### config.mk
export PLATFORM = sky130hd
export DESIGN_NAME = prt_hs_ctrl
export DESIGN_NICKNAME = d
export VERILOG_FILES = /design/src/rtl/prt_hs_pkg.sv /design/src/rtl/prt_hs_sync.sv /design/src/rtl/prt_hs_err.sv /design/src/rtl/prt_hs_flow.sv /design/src/rtl/prt_hs_lines.sv /design/src/rtl/prt_hs_ctrl.sv
export SDC_FILE = /design/constraint.sdc
export NUM_CORES = 1
export LEC_CHECK = 0
export ABC_CLOCK_PERIOD_IN_PS = 1200
export CAP_MARGIN = 10
export CORE_AREA = 4 4 41 43
export CTS_BUF_LIST = sky130_fd_sc_hd__clkbuf_4 sky130_fd_sc_hd__clkbuf_8
export CTS_CLUSTER_SIZE = 40
export DETAILED_ROUTE_END_ITERATION = 16
export DIE_AREA = 0 0 45 47
export DONT_BUFFER_PORTS = 1
export SETUP_SLACK_MARGIN = 0.2
export SYNTH_ARGS = -nofsm -noshare
export SYNTH_HDL_FRONTEND = slang
export SYNTH_SLANG_ARGS = --single-unit
export TNS_END_PERCENT = 30
### constraint.sdc
create_clock -name clk -period 1.2 [get_ports clk]
set_clock_uncertainty 0.2 [all_clocks]
set_input_delay 0.24 -clock clk [delete_from_list [all_inputs] [get_ports clk]]
set_output_delay 0.24 -clock clk [all_outputs]
set_load 0.005 [all_outputs]
### src/rtl/prt_hs_pkg.sv
package prt_hs_pkg;
  localparam int N_LINES = 3;
  localparam int LN_ER   = 0;
  localparam int LN_RDY  = 1;
  localparam int LN_PO   = 2;
endpackage

### src/rtl/prt_hs_sync.sv
module prt_hs_sync #(
  parameter int WIDTH  = 3,
  parameter int STAGES = 2
) (
  input  logic             clk,
  input  logic             rst,
  input  logic [WIDTH-1:0] d,
  output logic [WIDTH-1:0] q
);
  logic [WIDTH-1:0] stg [STAGES];

  always_ff @(posedge clk) begin
    if (rst) begin
      for (int i = 0; i < STAGES; i++) stg[i] <= '0;
    end else begin
      stg[0] <= d;
      for (int i = 1; i < STAGES; i++) stg[i] <= stg[i-1];
    end
  end

  assign q = stg[STAGES-1];
endmodule

### src/rtl/prt_hs_err.sv
module prt_hs_err (
  input  logic clk,
  input  logic rst,
  input  logic tx_active,
  input  logic rdy_ok,
  input  logic po_lvl,
  input  logic cfg_rdy_check_en,
  input  logic cfg_po_active_high,
  input  logic err_clr,
  output logic err_next,
  output logic err_q
);
  logic rdy_fault, po_fault, set_now;

  always_comb begin
    rdy_fault = cfg_rdy_check_en && !rdy_ok;
    po_fault  = (po_lvl == cfg_po_active_high);
    set_now   = tx_active && (rdy_fault || po_fault);
    err_next  = set_now || (err_q && !err_clr);
  end

  always_ff @(posedge clk) begin
    if (rst) err_q <= 1'b0;
    else     err_q <= err_next;
  end
endmodule

### src/rtl/prt_hs_flow.sv
module prt_hs_flow #(
  parameter int OVR_ALLOW = 2
) (
  input  logic clk,
  input  logic rst,
  input  logic er_ok,
  input  logic tx_accept,
  input  logic err_next,
  output logic tx_permit
);
  localparam int CW = $clog2(OVR_ALLOW + 1);
  localparam logic [CW-1:0] LIMIT = CW'(OVR_ALLOW);

  logic [CW-1:0] sent_q, sent_n;

  always_comb begin
    sent_n = sent_q;
    if (er_ok)
      sent_n = '0;
    else if (tx_accept && (sent_q < LIMIT))
      sent_n = sent_q + CW'(1);
  end

  always_ff @(posedge clk) begin
    if (rst) begin
      sent_q    <= LIMIT;
      tx_permit <= 1'b0;
    end else begin
      sent_q    <= sent_n;
      tx_permit <= !err_next && (er_ok || (sent_n < LIMIT));
    end
  end
endmodule

### src/rtl/prt_hs_lines.sv
module prt_hs_lines (
  input  logic clk,
  input  logic rst,
  input  logic cfg_rdy_always,
  input  logic host_rx_en,
  input  logic tx_valid,
  input  logic tx_active,
  input  logic rx_byte_valid,
  output logic line_dsr,
  output logic line_rdy,
  output logic line_rx_en,
  output logic rx_byte_pass
);
  always_ff @(posedge clk) begin
    if (rst) begin
      line_dsr     <= 1'b0;
      line_rdy     <= 1'b0;
      line_rx_en   <= 1'b0;
      rx_byte_pass <= 1'b0;
    end else begin
      line_dsr     <= 1'b1;
      line_rdy     <= cfg_rdy_always || tx_valid || tx_active;
      line_rx_en   <= host_rx_en;
      rx_byte_pass <= rx_byte_valid && host_rx_en;
    end
  end
endmodule

### src/rtl/prt_hs_ctrl.sv
module prt_hs_ctrl
  import prt_hs_pkg::*;
#(
  parameter int SYNC_STAGES = 2,
  parameter int OVR_ALLOW   = 2
) (
  input  logic clk,
  input  logic rst,
  input  logic cfg_rdy_always,
  input  logic cfg_rdy_check_en,
  input  logic cfg_po_active_high,
  input  logic host_rx_en,
  input  logic err_clr,
  input  logic tx_valid,
  input  logic tx_accept,
  input  logic tx_active,
  input  logic rx_byte_valid,
  input  logic periph_er,
  input  logic periph_rdy,
  input  logic periph_po,
  output logic line_dsr,
  output logic line_rdy,
  output logic line_rx_en,
  output logic rx_byte_pass,
  output logic tx_permit,
  output logic err_flag
);
  logic [N_LINES-1:0] raw_lines, sync_lines;
  logic err_next;

  always_comb begin
    raw_lines         = '0;
    raw_lines[LN_ER]  = periph_er;
    raw_lines[LN_RDY] = periph_rdy;
    raw_lines[LN_PO]  = periph_po;
  end

  prt_hs_sync #(.WIDTH(N_LINES), .STAGES(SYNC_STAGES)) u_sync (
    .clk(clk), .rst(rst), .d(raw_lines), .q(sync_lines)
  );

  prt_hs_err u_err (
    .clk(clk), .rst(rst),
    .tx_active(tx_active),
    .rdy_ok(sync_lines[LN_RDY]),
    .po_lvl(sync_lines[LN_PO]),
    .cfg_rdy_check_en(cfg_rdy_check_en),
    .cfg_po_active_high(cfg_po_active_high),
    .err_clr(err_clr),
    .err_next(err_next),
    .err_q(err_flag)
  );

  prt_hs_flow #(.OVR_ALLOW(OVR_ALLOW)) u_flow (
    .clk(clk), .rst(rst),
    .er_ok(sync_lines[LN_ER]),
    .tx_accept(tx_accept),
    .err_next(err_next),
    .tx_permit(tx_permit)
  );

  prt_hs_lines u_lines (
    .clk(clk), .rst(rst),
    .cfg_rdy_always(cfg_rdy_always),
    .host_rx_en(host_rx_en),
    .tx_valid(tx_valid),
    .tx_active(tx_active),
    .rx_byte_valid(rx_byte_valid),
    .line_dsr(line_dsr),
    .line_rdy(line_rdy),
    .line_rx_en(line_rx_en),
    .rx_byte_pass(rx_byte_pass)
  );
endmodule

Yosys cells after proc, flatten, opt, wreduce, memory -nomap -nowiden

Memory sizes are Yosys's and may differ from the RTL's.
Index checks and enable logic that the tools add are counted.

Memories kept: 1
Logic and storage cells: 35
Output and inout port bits: 6
Register bits: 8
Memory bits (writable): 6

Order comparisons: 2
Reductions and logical operators: 14
Bitwise operators: 2
Equality and inequality tests: 1
Muxes and demuxes: 7
$add $sub $neg: 1

Memories:

| name       | words | width | rd ports | clocked after memory_dff | wr ports | RTL line          | source |
|---|---|---|---|---|---|---|---|
| u_sync.stg | 2     | 3     | 2        | 0                        | 2        | prt_hs_sync.sv:10 | `logic [WIDTH-1:0] stg [STAGES];` |

Operator list:

| kind                  | count |
|---|---|
| $logic_and A1 B1 Y1   | 6 |
| $mux W3               | 2 |
| $logic_or A1 B1 Y1    | 5 |
| $lt A2 B2 Y1 const B  | 2 |
| $mux W2               | 2 |
| $logic_not A1 Y1      | 3 |
| $mux W1               | 3 |
| $add A2 B1 Y2 const B | 1 |
| $or A1 B1 Y1          | 2 |
| $eq A1 B1 Y1          | 1 |

Logic depth before layout (Yosys ltp)

Gate-level depths: netlist of run 1.

Word-level depth: 7
Mapped depth: 3
Mapped depth without buffers: 3

Modules after synthesis

Synthesis of run 1 repeated with hierarchy kept, for this count alone.

Cell total of the unflattened synthesis: 42
Area total of the unflattened synthesis: 476.7 um2

Modules (own cells, without submodules):

| module       | cells each | area each (um2) | instances |
|---|---|---|---|
| prt_hs_sync  | 15         | 180.2           | 1 |
| prt_hs_flow  | 10         | 112.6           | 1 |
| prt_hs_lines | 9          | 107.6           | 1 |
| prt_hs_err   | 8          | 76.3            | 1 |

Worst setup path after synthesis of run 1

Ideal clock, no wire load.

Kind: register to register
Start: register u_flow.sent_q[0]
End: register u_flow.tx_permit
Path slack: 0.224 ns
Required time: 0.884 ns
Cell stages (with the launch flop): 4
Setup time: 0.116 ns
Arrival time: 0.660 ns
Cell sequence: dfxtp_1 a21oi_2 o21ai_2 and3b_1

Cells in the longest elaborated chain, start to end: 7

RTL lines:

| what                   | RTL line          | source |
|---|---|---|
| from (decl)            | prt_hs_flow.sv:14 | `logic [CW-1:0] sent_q, sent_n;` |
| from (signal assigned) | prt_hs_flow.sv:29 | `sent_q <= sent_n;` |
| $lt A2 B2 Y1           | prt_hs_flow.sv:20 | `else if (tx_accept && (sent_q < LIMIT))` |
| $logic_and A1 B1 Y1    | prt_hs_flow.sv:20 |  |
| $mux W2 *              | prt_hs_flow.sv:20 |  |
| $mux W2 *              | prt_hs_flow.sv:18 | `if (er_ok)` |
| $lt A2 B2 Y1 *         | prt_hs_flow.sv:30 | `tx_permit <= !err_next && (er_ok \|\| (sent_n < LIMIT));` |
| $logic_or A1 B1 Y1 *   | prt_hs_flow.sv:30 |  |
| $logic_and A1 B1 Y1 *  | prt_hs_flow.sv:30 |  |
| to (signal assigned)   | prt_hs_flow.sv:30 |  |
| to (decl)              | prt_hs_flow.sv:9  | `output logic tx_permit` |

Mark *: on every way between the ends. The rest lies on a longest branch, timed or not.
A chain may end at the register's enable or synchronous reset.

Worst setup path after layout of run 1

Start: register u_err.err_q
End: output port err_flag

RTL lines:

| what                   | RTL line          | source |
|---|---|---|
| from (decl)            | prt_hs_err.sv:11  | `output logic err_q` |
| from (signal assigned) | prt_hs_err.sv:24  | `else err_q <= err_next;` |
| to (decl)              | prt_hs_ctrl.sv:26 | `output logic err_flag` |

No word-level cell between the ends.

==> metrics.txt, run 1 <==
CTS max path bufs 2; first-pass GRT wire length 1.04 mm; FP Rows 13; cts hold-fix bufs 4; PwrDens 1640 nW/um2; antenna violations before repair 0; Synth area leader dfxtp_1; vias 259; share of cells above drive strength 1 27.3%; Final period util 87.5%; Final setup viols 0; slew margin rel. 89.0%; largest net degree at the start of global routing 12; die area 2120 um2; Clock transition at path regs 0.08 ns; grt met1 use 7.41%; Area contributors post-synth dfxtp_1 (64%), nor2b_1 (10%), nor2b_2 (4.0%); WHS Endpoint u_flow.sent_q[0]; Num CTS Buffers 3; HP Start rst; Leakage 0.000213 uW; Syn Nets 51; CTS sink cnt 14; distinct cell type count after synthesis 16; Top Ports 20; 1st-iter DRT viols 0; global-route track usage on met2 11.6%; worst slew pin tran 0.164 ns; Antenna Nets Post-Route 0; critical path startpoint category flop; Avg Inst Size Synth 11.8 um2; Top Usage Layer GRT met2; clk root buf clkbuf_4; setup TNS 0 ns; register bit count reported by yosys 14; number of warning messages in the yosys log 0; Die Span X 45 um; origin of the critical flop-to-flop path u_flow.sent_q[1]; Layout Utilization 40.7%; Post-Syn Instances 37; minimum clock period 1.05 ns; failing checks hold timing; Fill cells 139; vias in the first global route 266; fin. max-slew vios 0; CORE AREA 1300 um2; Port Buffer Count 0; DRC 0; Post-Syn Area 435 um2; Worst R2R Setup Slack 0.19 ns; RSZ-0062 raised after global routing yes; Die H 47 um; GRT Overall Usage 7.47%; CTS tree built; max cap viols 0; Critical Path Fanout Max 2; sequential share of the synthesized area 64.4%; worst-case reg-to-reg path depth 3; post-DR vias/cell 4.39; Fin Hold WS -0.181 ns; gpl congestion 0.565; Area Growth Syn to Fin 21.6%; Worst EP arrival 0.61 ns; area share of the largest cell type after synthesis 64.4%; initial core utilization 33.5%; total gr overflow 0; Setup crit end kind primary output; dpl hpwl 494 um; Layout Nets 59; Worst-Skew Late Latency 0.27 ns; hold path cells 1; Fmax 953 MHz; drt first pass iters 1; critical path required time 0.76 ns; drt total wl 651 um; worst r2r dst u_flow.tx_permit; worst hold path class in2reg; CTS HTree Levels 1; grt met3 use 2.30%; WL/cell 11.0 um; Final Hold Vio Count 10; status finished with violations; maximum vdd drop 625 uV; antenna diode count 0; WS Path Type reg2out
-- synthesized netlist by cell type --
cell / number
a21oi_1: 1
a21oi_2: 1
and2_1: 1
and3b_1: 1
clkbuf_2: 1
dfxtp_1: 14
inv_1: 1
nand2b_1: 1
nor2_1: 1
nor2b_1: 7
nor2b_2: 2
nor3_1: 1
nor3_2: 1
o21ai_1: 1
o21ai_2: 1
xnor2_1: 2
-- per-layer routing --
layer  routed length, um  part of all wire (%)
met1                 231                    35
met2                 347                    53
met3                  71                    11
met4                   0                     0
met5                   0                     0
-- sequential cells by signal (all words and copies together) (netlist names) --
register,cells
u_lines.rx_byte_pass,1
u_lines.line_rx_en,1
u_sync.stg,6
u_lines.line_rdy,1
u_flow.tx_permit,1
u_err.err_q,1
u_flow.sent_q,2
u_lines.line_dsr,1
-- power by group --
| group | leakage (uW) | switching (uW) | total, uW | internal [uW] |
|---|---|---|---|---|
| sequential | 0.000117 | 11.0 | 500 | 489 |
| clock | 0.0000210 | 142 | 326 | 184 |
| combinational | 0.0000747 | 12.9 | 40.8 | 28.0 |
| total | 0.000213 | 165 | 866 | 701 |
-- cells in the final DEF, fill, tap and decap left out, drive strengths merged --
cell and instances:
nand2b 1, xnor2 2, and2 1, o21ai 2, dlygate4sd3 4, nor3 2, nor2b 9, inv 1
nor2 1, a21oi 2, clkbuf 4, and3b 1, dfxtp 14
-- how the worst max path moves through the flow --
stage | startpoint | endpoint | slack (ns) | cells after the start
finish | u_err.err_q | err_flag | 0.15 | 0
global placement | u_sync.stg[0][5] | u_flow.tx_permit | 0.20 | 3
CTS | u_err.err_q | err_flag | 0.13 | 0
global route | u_err.err_q | err_flag | 0.12 | 0
floorplan | u_flow.sent_q[0] | u_flow.tx_permit | 0.22 | 3
detailed placement | u_flow.sent_q[0] | u_flow.tx_permit | 0.17 | 3
-- layout make-up --
type	count	area [um2]	share of cell area, %
Tap cell	15	18.8	3.55
Multi-Input combinational cell	21	146	27.7
Sequential cell	14	284	53.7
Inverter	1	3.75	0.709
Timing Repair Buffer	4	40.0	7.57
Clock buffer	4	36.3	6.86
-- cell families after synthesis --
group / Yosys count / synth area share [%]
AND/OR/NAND/NOR: 15 / 23.3
AO/OA/AOI/OAI: 4 / 6.32
XOR/XNOR: 2 / 4.02
buffers and inverters: 2 / 2.01
flip-flops: 14 / 64.4
-- per-stage QoR --
stage / total power, uW / cell area (um2) / std cells / worst slack [ns]
after floorplan: 541 / 435 / 37 / 0.224
after global placement: 540 / 449 / 51 / 0.197
after detailed placement: 542 / 449 / 51 / 0.165
after CTS: 882 / 528 / 59 / 0.135
after global routing: 904 / 529 / 59 / 0.119
final: 866 / 529 / 59 / 0.150
-- what timing repair did --
action                                 in CTS  in global routing
endpoints found under the hold margin      13                 10
pin swaps                                   0                  1
setup endpoints to repair                   7                  9
setup buffers                               0                  0
resized for setup                           2                  1
Power figures use the tool's default switching activity.
==> run 2, diff against run 1 <==
HOLD_SLACK_MARGIN = 0.1   (was default)
REMOVE_ABC_BUFFERS = 1   (was default)
==> run 2 against run 1 <==
The run still ends with hold timing left; worst setup slack got worse by 0.0013 ns; count of clock-buffer cells in the layout did not move; register-to-register slack barely moved; clock power fell by 1%; cell count did not move; die area did not move; sequential cell count did not move; final area rose by 0.24%; sequential share of layout area rose by 0.11 points; power fell by 0.46%; via count rose by 3.1%; largest power group unchanged.
==> metrics.txt, run 2 (same netlist as run 1, synthesis figures left out) <==
Clock transition at path regs 0.08 ns; worst r2r dst u_flow.tx_permit; Final period util 87.6%; Worst EP arrival 0.61 ns; CORE AREA 1300 um2; placed cell count 51; worst-case reg-to-reg path depth 3; largest net degree at the start of global routing 12; grt met1 use 5.30%; WP depth 0; failing checks hold timing; total gr overflow 0; origin of the critical flop-to-flop path u_flow.sent_q[1]; Top Ports 20; WS Path Type reg2out; HP Start rst; Port Buffer Count 0; GRT Overall Usage 7.06%; CTS sink cnt 14; Die H 47 um; maximum vdd drop 827 uV; Reg with most FFs u_sync.stg; Final setup viols 0; die area 2120 um2; Setup crit end kind primary output; Critical Path Fanout Max 2; CTS max path bufs 2; FP Rows 13; drt total wl 663 um; antenna violations before repair 0; CTS tree built; Layout Cells excl Fill 59; RSZ-0062 raised after global routing yes; initial core utilization 33.5%; first-pass GRT wire length 1.01 mm; Fin Hold WS -0.180 ns; Num CTS Buffers 3; setup TNS 0 ns; Final Hold Vio Count 10; DRC 0; vias 267; critical path required time 0.76 ns; worst slew pin tran 0.168 ns; Die Span X 45 um; WL/cell 11.2 um; vias in the first global route 263; clk root buf clkbuf_4; Fmax 952 MHz; drt first pass iters 3; CP endpoint err_flag; grt met3 use 8.81%; Worst-Skew Late Latency 0.27 ns; slew margin rel. 88.7%; Area Growth Syn to Fin 21.8%; post-DR vias/cell 4.53; cts hold-fix bufs 4; worst hold path class in2reg; post-CTS setup buffers 0; Largest register FFs 6; crit path from u_err.err_q; commonest cells after routing, fill and taps aside dfxtp_1 (10), nor2b_1 (7), dlygate4sd3_1 (4), dfxtp_2 (4), clkbuf_4 (3); antenna diode count 0; critical path startpoint category flop; CTS HTree Levels 1; global-route track usage on met2 12.1%; Antenna Nets Post-Route 0; gpl congestion 0.562; PwrDens 1630 nW/um2; Layout Nets 59; biggest regs u_sync.stg (6), u_flow.sent_q (2); 1st-iter DRT viols 2; minimum clock period 1.05 ns; Worst R2R Setup Slack 0.18 ns; max cap viols 0; fin. max-slew vios 0; status finished with violations; commonest non-fill, non-tap cell in the layout dfxtp_1; share of cells above drive strength 1 29.5%; Top Usage Layer GRT met2; Leakage 0.000213 uW
-- run 2: through the flow --
step	area (um2)	power (uW)	setup slack (ns)	util [%]
2_1_floorplan	430	536	0.224	-
3_3_place_gp	449	540	0.192	34.5
3_5_place_dp	449	542	0.167	34.5
4_1_cts	528	877	0.136	40.6
5_1_grt	531	905	0.120	40.8
6_report	531	862	0.149	40.8
-- run 2: worst min path at each step --
| stage | endpoint | slack (ns) | cells after the start |
|---|---|---|---|
| detailed placement | u_sync.stg[0][0] | 0.11 | 1 |
| CTS | u_lines.line_rx_en | -0.19 | 1 |
| global route | u_flow.sent_q[0] | -0.20 | 1 |
| finish | u_flow.sent_q[0] | -0.18 | 1 |
| floorplan | u_err.err_q | 0.11 | 1 |
| global placement | u_err.err_q | 0.11 | 1 |
-- run 2: power by group --
group / internal, uW / switching, uW
combinational: 28.0 / 12.5
sequential: 489 / 11.1
clock: 184 / 138
-- run 2: metal layers --
layer,wire (um),vias to the layer above
met5,0,-
met4,0,0
met3,123,0
met2,347,18
met1,192,117
li1,-,132
-- run 2: final cells by class --
class	instances	area [um2]
clock buffers	4	36.3
fillers	144	771
inverters	1	3.75
multi-input cells	21	146
flip-flops and latches	14	285
well taps	15	18.8
repair buffers	4	40.0
-- run 2: what timing repair did --
action | 4_1_cts | 5_1_grt
gates cloned | 0 | 0
pin swaps | 0 | 1
resized for setup | 2 | 2
endpoints found under the hold margin | 14 | 11
setup endpoints to repair | 7 | 8
